[config.mk]
export PLATFORM = sky130hd
export DESIGN_NAME = mem_restore_seq
export DESIGN_NICKNAME = d
export VERILOG_FILES = /design/src/rtl/restore_pkg.sv /design/src/rtl/rs_phase_ctrl.sv /design/src/rtl/rs_word_engine.sv /design/src/rtl/mem_restore_seq.sv
export SDC_FILE = /design/constraint.sdc
export NUM_CORES = 1
export LEC_CHECK = 0
export ABC_AREA = 1
export BUFFER_PORTS_ARGS = -buffer_cell sky130_fd_sc_hd__buf_2
export CORE_MARGIN = 2
export CORE_UTILIZATION = 30
export CTS_CLUSTER_SIZE = 24
export DETAILED_ROUTE_END_ITERATION = 8
export PLACE_DENSITY = 0.59
export SETUP_SLACK_MARGIN = 0.4
export SLEW_MARGIN = 20
export SYNTH_ARGS = -nofsm -noshare
export SYNTH_HDL_FRONTEND = slang
export SYNTH_SLANG_ARGS = --single-unit
[constraint.sdc]
create_clock -name clk -period 1.39 [get_ports clk]
set_input_delay 0.278 -clock clk [delete_from_list [all_inputs] [get_ports clk]]
set_output_delay 0.278 -clock clk [all_outputs]
set_load 0.05 [all_outputs]
[src/rtl/restore_pkg.sv]
package restore_pkg;

   typedef enum logic [2:0] {
      PH_IDLE,
      PH_PROG,
      PH_REGS,
      PH_JUMP,
      PH_CLEAR,
      PH_FIN,
      PH_DONE
   } phase_e;

   function automatic int unsigned max_of3(int unsigned a, int unsigned b, int unsigned c);
      int unsigned m;
      m = (a > b) ? a : b;
      return (m > c) ? m : c;
   endfunction

endpackage

[src/rtl/rs_phase_ctrl.sv]
module rs_phase_ctrl
   import restore_pkg::*;
(
   input  logic   clk,
   input  logic   rst_n,
   input  logic   batt_ok_i,
   input  logic   region_last_i,
   output phase_e phase_o,
   output logic   cold_o
);

   phase_e phase_q, phase_nxt;
   logic   cold_q;

   always_comb begin
      case (phase_q)
         PH_PROG:  phase_nxt = cold_q ? PH_REGS : PH_FIN;
         PH_REGS:  phase_nxt = PH_JUMP;
         PH_JUMP:  phase_nxt = PH_CLEAR;
         PH_CLEAR: phase_nxt = PH_FIN;
         default:  phase_nxt = phase_q;
      endcase
   end

   always_ff @(posedge clk) begin
      if (!rst_n) begin
         phase_q <= PH_IDLE;
         cold_q  <= 1'b0;
      end else begin
         case (phase_q)
            PH_IDLE: begin
               cold_q  <= ~batt_ok_i;
               phase_q <= PH_PROG;
            end
            PH_FIN:  phase_q <= PH_DONE;
            PH_DONE: phase_q <= PH_DONE;
            default: if (region_last_i) phase_q <= phase_nxt;
         endcase
      end
   end

   assign phase_o = phase_q;
   assign cold_o  = cold_q;


   mode_hold_chk: assert property (@(posedge clk) disable iff (!rst_n)
      (phase_q != PH_IDLE) |=> $stable(cold_q));


   jump_after_regs_chk: assert property (@(posedge clk) disable iff (!rst_n)
      (phase_q == PH_JUMP && $past(phase_q) != PH_JUMP) |-> $past(phase_q) == PH_REGS);


   clear_after_jump_chk: assert property (@(posedge clk) disable iff (!rst_n)
      (phase_q == PH_CLEAR && $past(phase_q) != PH_CLEAR) |-> $past(phase_q) == PH_JUMP);

endmodule

[src/rtl/rs_word_engine.sv]
module rs_word_engine
   import restore_pkg::*;
#(
   parameter int unsigned ADDR_W    = 14,
   parameter int unsigned PROG_BASE = 0,
   parameter int unsigned PROG_LEN  = 64,
   parameter int unsigned REG_BASE  = 4096,
   parameter int unsigned REG_LEN   = 256,
   parameter int unsigned JMP_BASE  = 8192,
   parameter int unsigned JMP_LEN   = 256,
   parameter int unsigned OUT_BASE  = 1024,
   parameter int unsigned OUT_LEN   = 32
)(
   input  logic              clk,
   input  logic              rst_n,
   input  phase_e            phase_i,
   output logic              rd_en_o,
   output logic [ADDR_W-1:0] rd_addr_o,
   output logic              wr_en_o,
   output logic [ADDR_W-1:0] wr_addr_o,
   output logic              last_o
);

   localparam int unsigned MAX_LEN = max_of3(max_of3(PROG_LEN, REG_LEN, JMP_LEN), OUT_LEN, 2);
   localparam int unsigned CNT_W   = $clog2(MAX_LEN + 1);

   logic [CNT_W-1:0]  idx_q, len_m1;
   logic [ADDR_W-1:0] base, addr;
   logic              step_q, copy_ph, clr_ph, last;

   always_comb begin
      base   = '0;
      len_m1 = '0;
      case (phase_i)
         PH_PROG:  begin base = ADDR_W'(PROG_BASE); len_m1 = CNT_W'(PROG_LEN - 1); end
         PH_REGS:  begin base = ADDR_W'(REG_BASE);  len_m1 = CNT_W'(REG_LEN - 1);  end
         PH_JUMP:  begin base = ADDR_W'(JMP_BASE);  len_m1 = CNT_W'(JMP_LEN - 1);  end
         PH_CLEAR: begin base = ADDR_W'(OUT_BASE);  len_m1 = CNT_W'(OUT_LEN - 1);  end
         default:  ;
      endcase
   end

   assign copy_ph = (phase_i == PH_PROG) || (phase_i == PH_REGS) || (phase_i == PH_JUMP);
   assign clr_ph  = (phase_i == PH_CLEAR);
   assign last    = ((copy_ph && step_q) || clr_ph) && (idx_q == len_m1);
   assign addr    = base + ADDR_W'(idx_q);

   always_ff @(posedge clk) begin
      if (!rst_n) begin
         idx_q  <= '0;
         step_q <= 1'b0;
      end else if (copy_ph) begin
         step_q <= ~step_q;
         if (step_q) idx_q <= last ? '0 : idx_q + 1'b1;
      end else if (clr_ph) begin
         idx_q <= last ? '0 : idx_q + 1'b1;
      end
   end

   assign rd_en_o   = copy_ph && !step_q;
   assign wr_en_o   = (copy_ph && step_q) || clr_ph;
   assign rd_addr_o = addr;
   assign wr_addr_o = addr;
   assign last_o    = last;


   rd_wr_excl_chk: assert property (@(posedge clk) disable iff (!rst_n)
      !(rd_en_o && wr_en_o));


   wr_follows_rd_chk: assert property (@(posedge clk) disable iff (!rst_n)
      (wr_en_o && copy_ph) |-> ($past(rd_en_o) && wr_addr_o == $past(rd_addr_o)));

endmodule

[src/rtl/mem_restore_seq.sv]
module mem_restore_seq
   import restore_pkg::*;
#(
   parameter int unsigned ADDR_W    = 14,
   parameter int unsigned DATA_W    = 16,
   parameter int unsigned PROG_BASE = 0,
   parameter int unsigned PROG_LEN  = 64,
   parameter int unsigned REG_BASE  = 4096,
   parameter int unsigned REG_LEN   = 256,
   parameter int unsigned JMP_BASE  = 8192,
   parameter int unsigned JMP_LEN   = 256,
   parameter int unsigned OUT_BASE  = 1024,
   parameter int unsigned OUT_LEN   = 32
)(
   input  logic              clk,
   input  logic              rst_n,
   input  logic              batt_ok,
   output logic              rom_rd_en,
   output logic [ADDR_W-1:0] rom_addr,
   input  logic [DATA_W-1:0] rom_rd_data,
   output logic              ram_wr_en,
   output logic [ADDR_W-1:0] ram_addr,
   output logic [DATA_W-1:0] ram_wr_data,
   output logic              restore_done,
   output logic              scan_hold
);

   localparam int unsigned PROG_END = PROG_BASE + PROG_LEN;

   generate
      if (PROG_LEN < 1 || REG_LEN < 1 || JMP_LEN < 1 || OUT_LEN < 1) begin : g_len_bad
         $error("every restore area needs at least one word");
      end
      if (PROG_END > (1 << ADDR_W) || REG_BASE + REG_LEN > (1 << ADDR_W) ||
          JMP_BASE + JMP_LEN > (1 << ADDR_W) || OUT_BASE + OUT_LEN > (1 << ADDR_W)) begin : g_addr_bad
         $error("restore area exceeds the address space");
      end
      if (DATA_W < 1) begin : g_data_bad
         $error("data width must be positive");
      end
   endgenerate

   phase_e phase;
   logic   cold, region_last;

   rs_phase_ctrl u_ctrl (
      .clk           (clk),
      .rst_n         (rst_n),
      .batt_ok_i     (batt_ok),
      .region_last_i (region_last),
      .phase_o       (phase),
      .cold_o        (cold)
   );

   rs_word_engine #(
      .ADDR_W    (ADDR_W),
      .PROG_BASE (PROG_BASE), .PROG_LEN (PROG_LEN),
      .REG_BASE  (REG_BASE),  .REG_LEN  (REG_LEN),
      .JMP_BASE  (JMP_BASE),  .JMP_LEN  (JMP_LEN),
      .OUT_BASE  (OUT_BASE),  .OUT_LEN  (OUT_LEN)
   ) u_eng (
      .clk       (clk),
      .rst_n     (rst_n),
      .phase_i   (phase),
      .rd_en_o   (rom_rd_en),
      .rd_addr_o (rom_addr),
      .wr_en_o   (ram_wr_en),
      .wr_addr_o (ram_addr),
      .last_o    (region_last)
   );

   assign ram_wr_data  = (phase == PH_CLEAR) ? '0 : rom_rd_data;
   assign restore_done = (phase == PH_FIN);
   assign scan_hold    = (phase != PH_FIN) && (phase != PH_DONE);


   hot_scope_chk: assert property (@(posedge clk) disable iff (!rst_n)
      (ram_wr_en && !cold) |-> (ram_addr >= ADDR_W'(PROG_BASE) && 32'(ram_addr) < PROG_END));


   done_once_chk: assert property (@(posedge clk) disable iff (!rst_n)
      restore_done |=> !restore_done);


   done_after_write_chk: assert property (@(posedge clk) disable iff (!rst_n)
      $rose(restore_done) |-> $past(ram_wr_en));


   hold_release_chk: assert property (@(posedge clk) disable iff (!rst_n)
      $fell(scan_hold) |-> restore_done);


   hold_stays_low_chk: assert property (@(posedge clk) disable iff (!rst_n)
      !scan_hold |=> !scan_hold);

endmodule

==> results.md <==
* Number of fill cells in the layout at 222
* Number of clock sinks at 14
* Number of buffers inserted for hold repair after clock tree synthesis at 0
* Crit path capture type: output pin
* Post-route setup slack at -0.211 ns
* Most area-hungry cell type in the Yosys netlist: sky130_fd_sc_hd__dfxtp_1
* Fraction of synthesized cell area in xor and xnor cells at 1.62%
* Peak supply drop at 1.58 mV
* Req. time, crit path at 1.11 ns
* Cell at the slowest stage of the critical path: sky130_fd_sc_hd__dfxtp_4
* Result of the run: complete, but fails checks
* WL/cell at 13.7 µm
* Startpoint of the lowest-slack hold path: batt_ok
* Htree depth at 1
* Count of antenna diodes in the layout at 0
* Die Footprint at 4090 µm²
* Compound-cell area share of the yosys netlist at 9.51%
* Number of detailed-route iterations in the first pass at 4
* Vias after detailed routing at 1,384
* Combinational family with the most area after synthesis: simple AND/OR/NAND/NOR gates
* Number of nets in the layout at 286
* Non-Filler Cell Area, Final at 2570 µm²
* Vias in the first global route at 1,304
* Wire length of the first global-routing pass at 6000 µm
* Hold WS at 0.135 ns
* Crit-path max cell delay at 0.39 ns
* Largest net degree at the start of global routing at 10
* Number of instances in the synthesized netlist at 172
* Top cell family by delay on the critical path: flip-flops
* List of most frequent post-synthesis cells: 35 x sky130_fd_sc_hd__nor2_1, 29 x sky130_fd_sc_hd__inv_1, 23 x sky130_fd_sc_hd__nand2_1, 16 x sky130_fd_sc_hd__buf_4, 14 x sky130_fd_sc_hd__dfxtp_1
* Max-slew violation count at 0
* Path class of the lowest-slack min-delay path: input port to flip-flop
* Critical-path maximum fanout at 7
* Clock Pin Slew Worst Setup and Hold Paths at 0.10 ns
* Routed wire length at 4250 µm
* Antenna-violating nets left at 0
* Launch point of the worst path: u_ctrl.phase_o[1]
* Top post-synthesis cells by area: sky130_fd_sc_hd__dfxtp_1 26%, sky130_fd_sc_hd__nor2_1 12%, sky130_fd_sc_hd__buf_4 11%
* DRT iter0 DRCs at 45
* Cell area after placement at 1670 µm²
* Setup repair after global routing missed its margin: yes
* Worst setup slack for register-to-register paths at -0.11 ns
* Total standard cell area after synthesis at 1080 µm²
* Worst-case clock skew at 0.0120 ns
* Post-layout min period at 1.60 ns
* Area occupied by multi-input gates at 897 µm²
* Maximum frequency from static timing analysis at 624 MHz
* Reg-to-reg critical path startpoint: u_ctrl.phase_o[1]
* Vias per Instance at 4.45
* CP Data Arrival Time at 1.32 ns
* Share of post-route cells with drive strength above 1 at 71.7%
* Critical Path Start Type: flip-flop
* Most numerous cell on the critical path: sky130_fd_sc_hd__nor2_4
* Cell leakage power at 1.22 nW
* Horiz. Die Dim at 64.0 µm
* Fraction of synthesized area in multiplexers at 0%
* Row count at 21
* Violations in the final reports: setup timing
* Ys Warns at 0
* CTS Buf Count at 3
* Portion of synthesized cell area occupied by the leading cell type at 26.0%
* Area of the placeable core at 3390 µm²
* Number of enable-type register cells in the synthesized netlist at 0
* CTS tree: built
* Cell area power density at 2000 nW/µm²
* Number of remaining DRC errors at 0
* Mean area per synthesized cell at 6.27 µm²
* Overall overflow remaining after global route at 0
* Sequence of cells on the critical path: nor2_4, nand2_4, inv_8, buf_4, nor2_4, buf_8
* Total of max-cap violations at 0
* CTS Root Cell: sky130_fd_sc_hd__clkbuf_4
* Tcrit/Tclk final at 115%
* Total buffers and inverters traversed by the critical path at 3
* Number of buffers between clock root and the deepest sink at 2
* Port buffer count at 62
* Area share of fa/ha/maj cells after synthesis at 1.16%
* Unique masters post-synth at 26
* Initial Utilization at 31.8%
* Most used standard cell by instance count after synthesis: sky130_fd_sc_hd__nor2_1
* Clock insertion delay at the later pin of the skew report at 0.30 ns
* Portion of the post-synthesis area used by sequential elements at 26.0%
* Ports placed on the boundary at 67
* Classification of the worst setup path: flip-flop to output pin
* Final weighted congestion in routability-driven placement at 0.749
* GRT Overall Usage at 18.3%
* Height of the chip at 64.0 µm
* Most instantiated flip-flop cell in the synthesis netlist: sky130_fd_sc_hd__dfxtp_1
* Placed wire-length estimate at 2260 µm
* Signed area change from the synthesized netlist to the final layout at 138%
* Share of async-settable or async-resettable flops after synthesis at 0%
* Total of endpoints with negative setup slack in the final report at 37
* Final hold violations at 0
* Synth Area in Simple Gates at 37.1%
* Post-synthesis register bit count at 14
* Area occupied by registers at 323 µm²
* Number of antenna violations at the first check in global routing at 0
metal layers:
| layer | vias to the layer above | global-route usage (%) | wire [µm] |
|---|---|---|---|
| met5 | - | 0 | 0 |
| met4 | 0 | 4.08 | 62 |
| met3 | 8 | 4.05 | 131 |
| met2 | 33 | 32.8 | 2460 |
| met1 | 644 | 22.2 | 1600 |
| li1 | 699 | - | - |
cells in the final DEF, fill, tap and decap left out, types with 4 or more instances in the layout:
cell type                 Yosys  layout
sky130_fd_sc_hd__conb_1       1       4
sky130_fd_sc_hd__dfxtp_4      0      11
sky130_fd_sc_hd__a21oi_2      0       4
sky130_fd_sc_hd__buf_2        2      18
sky130_fd_sc_hd__buf_8        0      27
sky130_fd_sc_hd__nand2_2      3       4
sky130_fd_sc_hd__nand3_1      9       4
sky130_fd_sc_hd__inv_1       29      24
sky130_fd_sc_hd__buf_6        1      33
sky130_fd_sc_hd__a21oi_1     10       6
sky130_fd_sc_hd__inv_4        0       4
sky130_fd_sc_hd__nand2_4      3      11
sky130_fd_sc_hd__buf_4       16      24
sky130_fd_sc_hd__nand2_1     23      13
sky130_fd_sc_hd__nor2_4       1      25
sky130_fd_sc_hd__nor2_1      35      13
sky130_fd_sc_hd__nand3_2      2       5
final timing paths:
path                  endpoint  depth (start not counted)
min              u_ctrl.cold_o                          2
max reg2reg  u_ctrl.phase_o[1]                         10
min reg2reg     u_eng.idx_q[8]                          2
max            ram_wr_data[12]                          6
report_power, final:
| group | leakage [nW] | internal, mW | switching (mW) |
|---|---|---|---|
| logic | 1.07 | 1.80 | 2.36 |
| registers | 0.123 | 0.497 | 0.161 |
| clock network | 0.0210 | 0.160 | 0.159 |
logic make-up (layout without fill, tap and decap cells):
kind of cell,after synthesis,count (layout)
simple gates,84,84
buf+inv,51,141
compound gates,19,19
flops,14,14
xor+xnor,2,2
fa+ha+maj,1,1
other cells,1,4
worst register-to-register path: cells and delay by family (launching register included):
family                 cells  cell delay (ns)
buffers and inverters      3             0.29
AOI/OAI and AO/OA          1             0.16
DFF                        1             0.39
and+or+nand+nor            6             0.57
per-stage QoR:
| stage | setup slack (ns) | total power, mW | utilization [%] | TNS [ns] | std cells |
|---|---|---|---|---|---|
| global route | -0.258 | 5.38 | 75.8 | -7.08 | 311 |
| global placement | 0.0326 | 3.22 | 49.4 | 0 | 279 |
| finish | -0.211 | 5.14 | 75.8 | -4.99 | 311 |
| floorplan | -0.00278 | 2.67 | - | -0.00750 | 175 |
| detailed placement | 0.00400 | 3.21 | 49.4 | 0 | 279 |
| CTS | -0.216 | 4.47 | 68.4 | -4.54 | 296 |
layout make-up:
cell class / count / share of cell area (%)
Sequential cell: 14 / 12.6
Tap cell: 46 / 2.24
Inverter: 32 / 5.79
Clock buffer: 4 / 1.41
Multi-Input combinational cell: 110 / 34.9
Timing Repair Buffer: 105 / 43.1
registers in the layout (all words and copies together), names as in the netlist:
| signal | flops |
|---|---|
| u_ctrl.phase_o | 3 |
| u_eng.idx_q | 9 |
| u_ctrl.cold_o | 1 |
| u_eng.step_q | 1 |
repair_timing:
item,4_1_cts,5_1_grt
gates resized for setup,151,37
setup endpoints to repair,57,58
hold endpoints to repair,0,0
pin swaps,15,13
setup buffers,13,15
cloned,0,0
(Power assumes the default switching activity.)
